<file path="src/rtl/dmam_pkg.sv">
// Shared definitions for the DMA status mirror.
// Assumes a 2-bit register address space with four registers.
package dmam_pkg;
    typedef enum logic [1:0] {
        ADDR_STAT = 2'd0,
        ADDR_MASK = 2'd1,
        ADDR_IRQ  = 2'd2,
        ADDR_WIN  = 2'd3
    } reg_addr_e;
endpackage

</file>
<file path="src/rtl/dmam_src_model.sv">
// Model of the DMA controller's status source: per-channel request and
// terminal-count flags. Assumes tc_evt is a one-cycle pulse per event and
// win_rd is a one-cycle strobe for a read through the bus I/O window.
module dmam_src_model #(
    parameter int NCH = 4
) (
    input  logic           clk,
    input  logic           rst_n,
    input  logic [NCH-1:0] req_in,
    input  logic [NCH-1:0] tc_evt,
    input  logic           win_rd,
    output logic [NCH-1:0] req_q,
    output logic [NCH-1:0] tc_q
);
    // Request flags sample the request lines every clock.
    always_ff @(posedge clk) begin
        if (!rst_n) req_q <= '0;
        else        req_q <= req_in;
    end

    for (genvar c = 0; c < NCH; c++) begin : g_ch
        logic tc_bit;
        // Terminal-count flag: an event sets it, a window read clears it, and the event wins a tie.
        always_ff @(posedge clk) begin
            if (!rst_n)         tc_bit <= 1'b0;
            else if (tc_evt[c]) tc_bit <= 1'b1;
            else if (win_rd)    tc_bit <= 1'b0;
        end
        assign tc_q[c] = tc_bit;
    end

    p_req_follow_r2: assert property (@(posedge clk) disable iff (!rst_n)
        1'b1 |=> (req_q == $past(req_in)));
    p_tc_set_r2: assert property (@(posedge clk) disable iff (!rst_n)
        (|tc_evt) |=> ((tc_q & $past(tc_evt)) == $past(tc_evt)));
    p_tc_clear_r4: assert property (@(posedge clk) disable iff (!rst_n)
        win_rd |=> ((tc_q & ~$past(tc_evt)) == '0));
    p_req_kept_r4: assert property (@(posedge clk) disable iff (!rst_n)
        (win_rd && $stable(req_in)) |=> $stable(req_q));
endmodule

</file>
<file path="src/rtl/dmam_regs.sv">
// Register decode: mask storage, read mux, window-read strobe and the
// interrupt-clear strobe. Assumes at most one of wr/rd is acted on per address.
module dmam_regs
    import dmam_pkg::*;
#(
    parameter int SW = 8
) (
    input  logic          clk,
    input  logic          rst_n,
    input  logic [1:0]    addr,
    input  logic          wr,
    input  logic          rd,
    input  logic [SW-1:0] wdata,
    input  logic [SW-1:0] status,
    input  logic          irq_flag,
    output logic [SW-1:0] rdata,
    output logic [SW-1:0] mask,
    output logic          win_rd,
    output logic          irq_clr
);
    reg_addr_e sel;
    logic      mask_wr;

    // Decode the address and the strobes.
    always_comb begin
        sel     = reg_addr_e'(addr);
        mask_wr = wr && (sel == ADDR_MASK);
        win_rd  = rd && (sel == ADDR_WIN);
        irq_clr = wr && (sel == ADDR_IRQ) && wdata[0];
    end

    // Enable mask storage.
    always_ff @(posedge clk) begin
        if (!rst_n)       mask <= '0;
        else if (mask_wr) mask <= wdata;
    end

    // Read data mux.
    always_comb begin
        unique case (sel)
            ADDR_STAT: rdata = status;
            ADDR_MASK: rdata = mask;
            ADDR_IRQ:  rdata = {{(SW-1){1'b0}}, irq_flag};
            ADDR_WIN:  rdata = status;
            default:   rdata = '0;
        endcase
    end

    p_mask_wr_r5: assert property (@(posedge clk) disable iff (!rst_n)
        mask_wr |=> (mask == $past(wdata)));
    p_mask_hold_r5: assert property (@(posedge clk) disable iff (!rst_n)
        !mask_wr |=> $stable(mask));
endmodule

</file>
<file path="src/rtl/dmam_edge_irq.sv">
// Masked rising-edge detector and interrupt latch. Compares each status
// bit with its value one clock earlier, so a mask change alone never
// makes an edge. A clear loses to a simultaneous edge.
module dmam_edge_irq #(
    parameter int SW = 8
) (
    input  logic          clk,
    input  logic          rst_n,
    input  logic [SW-1:0] status,
    input  logic [SW-1:0] mask,
    input  logic          irq_clr,
    output logic          rise_any,
    output logic          irq_flag
);
    logic [SW-1:0] prev_q;

    // Remember last cycle's status for edge detection.
    always_ff @(posedge clk) begin
        if (!rst_n) prev_q <= '0;
        else        prev_q <= status;
    end

    // An enabled bit that was low and is now high is an edge.
    assign rise_any = |(status & ~prev_q & mask);

    // Interrupt latch: an edge sets it, a clear drops it, and the edge wins.
    always_ff @(posedge clk) begin
        if (!rst_n)        irq_flag <= 1'b0;
        else if (rise_any) irq_flag <= 1'b1;
        else if (irq_clr)  irq_flag <= 1'b0;
    end

    p_set_r6: assert property (@(posedge clk) disable iff (!rst_n)
        rise_any |=> irq_flag);
    p_no_spurious_r6: assert property (@(posedge clk) disable iff (!rst_n)
        (!irq_flag && !rise_any) |=> !irq_flag);
    p_hold_r8: assert property (@(posedge clk) disable iff (!rst_n)
        (irq_flag && !irq_clr) |=> irq_flag);
    p_clear_r8: assert property (@(posedge clk) disable iff (!rst_n)
        (irq_flag && irq_clr && !rise_any) |=> !irq_flag);
endmodule

</file>
<file path="src/rtl/dma_status_mirror.sv">
// Top: mirrors a four-channel DMA status source to a microcontroller and
// raises a masked, latched, rising-edge interrupt. The mirror has no
// storage of its own. It is the live source status.
module dma_status_mirror #(
    parameter  int NCH = 4,
    localparam int SW  = 2 * NCH
) (
    input  logic           clk,
    input  logic           rst_n,
    input  logic [1:0]     reg_addr,
    input  logic           reg_wr,
    input  logic           reg_rd,
    input  logic [SW-1:0]  reg_wdata,
    output logic [SW-1:0]  reg_rdata,
    input  logic [NCH-1:0] req_in,
    input  logic [NCH-1:0] tc_evt,
    output logic           irq
);
    logic [NCH-1:0] req_q, tc_q;
    logic [SW-1:0]  status, mask;
    logic           win_rd, irq_clr, irq_flag, rise_any;

    dmam_src_model #(.NCH(NCH)) u_src (
        .clk(clk), .rst_n(rst_n), .req_in(req_in), .tc_evt(tc_evt),
        .win_rd(win_rd), .req_q(req_q), .tc_q(tc_q)
    );

    // Requests in the upper half, terminal counts in the lower half.
    assign status = {req_q, tc_q};

    dmam_regs #(.SW(SW)) u_regs (
        .clk(clk), .rst_n(rst_n), .addr(reg_addr), .wr(reg_wr), .rd(reg_rd),
        .wdata(reg_wdata), .status(status), .irq_flag(irq_flag),
        .rdata(reg_rdata), .mask(mask), .win_rd(win_rd), .irq_clr(irq_clr)
    );

    dmam_edge_irq #(.SW(SW)) u_irq (
        .clk(clk), .rst_n(rst_n), .status(status), .mask(mask),
        .irq_clr(irq_clr), .rise_any(rise_any), .irq_flag(irq_flag)
    );

    assign irq = irq_flag;

    p_stat_read_r3: assert property (@(posedge clk) disable iff (!rst_n)
        (reg_rd && reg_addr == 2'd0 && tc_evt == '0) |=> ($past(tc_q) == tc_q));
endmodule

</file>
<file path="config.mk">
export PLATFORM = sky130hd
export DESIGN_NAME = dma_status_mirror
export DESIGN_NICKNAME = d
export VERILOG_FILES = /design/src/rtl/dmam_pkg.sv /design/src/rtl/dmam_src_model.sv /design/src/rtl/dmam_regs.sv /design/src/rtl/dmam_edge_irq.sv /design/src/rtl/dma_status_mirror.sv
export SDC_FILE = /design/constraint.sdc
export NUM_CORES = 1
export LEC_CHECK = 0
export BUFFER_PORTS_ARGS = -buffer_cell sky130_fd_sc_hd__buf_2
export CAP_MARGIN = 40
export CORE_MARGIN = 8
export CORE_UTILIZATION = 31
export DETAILED_ROUTE_END_ITERATION = 16
export HOLD_SLACK_MARGIN = 0.06
export PLACE_DENSITY_LB_ADDON = 0.2
export SYNTH_ARGS = -nofsm -noshare
export SYNTH_HDL_FRONTEND = slang
export SYNTH_SLANG_ARGS = --single-unit
export TNS_END_PERCENT = 50
</file>
<file path="constraint.sdc">
create_clock -name clk -period 1.15 [get_ports clk]
set_input_delay 0.115 -clock clk [delete_from_list [all_inputs] [get_ports clk]]
set_output_delay 0.115 -clock clk [all_outputs]
set_load 0.02 [all_outputs]
</file>
==> impl_metrics.tcl <==
set metrics [dict create \
    grt_antenna_before_repair 0 \
    via_per_inst 4.53 \
    grt_pass1_wl_mm 4.65 \
    endpoint "reg_rdata[5]" \
    rows 21 \
    worst_slew_pin_slew_ps 352 \
    cts_tree "yes" \
    min_path_cells 3 \
    status "finished, final reports clean" \
    place.gp.congestion 0.744 \
    grt_pass1_vias 1047 \
    pin_count 31 \
    synthTopCellsByArea "dfxtp_1 49%, nand2_1 9.5%, and2_1 7.3%" \
    routed_wirelength_mm 2.70 \
    timing_worst_setup_path_type "input port to output port" \
    grt_overflow 0 \
    remaining_drc_errors 0 \
    ys_types 21 \
    synth-seq-area-share 0.486 \
    hpwl_mm 1.99 \
    vias 1010 \
    hold_path_class "input port to flip-flop" \
    first_pass_iters 4 \
    min_period_ps 1140 \
    layout-drive-gt1-share 0.373 \
    finalNonFillerCells 223 \
    arrival_ps 1030 \
    cp.required_ps 1030 \
    finalHoldViolCount 0 \
    initial_utilization 0.316 \
    ctsRootBufferMaster "clkbuf_4" \
    drt_iter0_markers 34 \
    final_cell_mix "25 x nand2_1, 24 x buf_2, 20 x buf_4" \
    wl_per_cell_microns 12.1 \
    crit_path_max_fanout 3 \
    critPathBufInv 3 \
    pre_cts_ws_ps -113 \
    areaGrowthSynthToFinish_pct 52.9 \
    slew_violations 0 \
    crit_top_cell "buf_2" \
    r2r-start "u_src.req_q[0]" \
    clkLatencyLatePin_ps 310 \
    min_from "reg_wdata[0]" \
    ys_warn_count 0 \
    power_density_mw_per_mm2 1050 \
    dieWidth_microns 73.6 \
    syn_inst 117 \
    h-tree-depth 1 \
    layout.nets 204 \
    clock-sinks 25 \
    die_area_sq_mm 0.00542 \
    antenna_cells 0 \
    final_util 0.483 \
    cpMaxStageDelayCell "ha_4" \
    dp_cells 199 \
    numCtsBuffers 3 \
    fin_setup_tns_ps 0 \
    r2r-end "u_irq.irq_flag" \
    cp_slowest_stage_delay_ps 260 \
    r2r_setup_slack_ps 100 \
    grt_start_max_net_pins 26 \
    max_slew_margin 0.766 \
    total_leakage_power_nw 0.677 \
    critPathLaunch "reg_addr[0]" \
    synth_area_per_cell_sq_um 8.80 \
    path_depth 6 \
    synth_top_area_frac 0.486 \
    track_usage 0.109 \
    worst-r2r-cell-count 4 \
    worstPathCellList "buf_2 -> inv_2 -> ha_4 -> nor2b_2 -> a22o_1 -> buf_2" \
    core_sq_mm 0.00326 \
    crit_family "buffers and inverters" \
    die_y_microns 73.6 \
    clockBufferDepth 2 \
    max-vdd-ir-drop_mv 0.514 \
    finClkSkew_ps 8.96 \
    finalCritPeriodShare 0.996 \
    layout_commonest_cell "nand2_1" \
    worst_setup_path_start_kind "input port" \
    max_freq_ghz 0.873 \
    drv_cap 0 \
    end_kind "output port" \
    synth_fp_nets 143 \
    path_clk_slew_ps 120 \
    fin_hold_ws_ps 80.9 \
    yosysTopAreaCell "dfxtp_1" \
    ys_ff_latch 25 \
    syn_area_sq_mm 0.00103 \
    io_buffers 30 \
    rsz0062_at_grt "true" \
    worst_slack_ps 5.10 \
    drtAntennaViolNets 0 \
    setup_viol 0 \
]
==> per-stage QoR <==
stage / instance area (sq um) / power (W)
2_1_floorplan: 1030 / 0.00108
3_3_place_gp: 1300 / 0.00120
3_5_place_dp: 1300 / 0.00120
4_1_cts: 1560 / 0.00167
5_1_grt: 1570 / 0.00175
6_report: 1570 / 0.00165
==> worst min-delay path: stages <==
cell and delay [ps]:
buf_2 110, nand3_1 50, a21boi_0 70
==> cells in the mapped netlist (all sizes together) <==
cell type	count
a2111oi	1
clkbuf	3
inv	3
a22o	3
nor2b	5
a22oi	1
nand2	26
a21oi	4
a21boi	9
and2	12
o22ai	3
a31oi	1
dfxtp	25
buf	2
ha	4
nand3	9
nor2	1
o21ai	5
==> cell families (layout without fill, tap and decap cells) <==
group	after synthesis	after routing	share of synthesized area
simple gates	53	53	0.250
fa+ha+maj	4	4	0.0486
buf+inv	8	68	0.0340
compound gates	27	27	0.181
flops	25	25	0.486
==> worst min path at each step <==
stage                     endpoint  slack (ps)
global route        u_regs.mask[0]          90
floorplan           u_src.req_q[1]         240
global placement    u_src.req_q[0]         320
finish              u_regs.mask[0]          80
detailed placement  u_src.req_q[1]         320
CTS                 u_regs.mask[0]          60
==> metal layers <==
metal | global-route usage | vias to the layer above | part of all wire
met4 | 0.0466 | 0 | 0.0056
met5 | 0 | - | 0
met2 | 0.184 | 26 | 0.48
met1 | 0.123 | 468 | 0.44
met3 | 0.0314 | 2 | 0.075
li1 | - | 514 | -
==> repair_timing <==
item / 4_1_cts / 5_1_grt
hold buffers: 15 / 0
endpoints found under the hold margin: 15 / 0
endpoints found under the setup margin: 8 / 8
gates resized for setup: 21 / 6
setup buffers: 5 / 0
pin swaps: 0 / 1
==> sequential cells by signal (all words and copies together) (netlist names) <==
name and cells:
u_irq.irq_flag 1, u_src.g_ch.tc_bit 4, u_src.req_q 4, u_regs.mask 8, u_irq.prev_q 8
==> report_power, final <==
part           switching (W)  internal [W]  total [W]
clock               0.000249      0.000135   0.000385
combinational       0.000146      0.000184   0.000330
sequential         0.0000255      0.000912   0.000938
==> area by class of cell <==
cell class,count,area (sq um)
fillers,337,1680
multi-input cells,84,527
flip-flops and latches,25,509
repair buffers,61,443
well taps,46,57.6
clock buffers,4,26.3
inverters,3,11.3
Power figures use the tool's default switching activity.
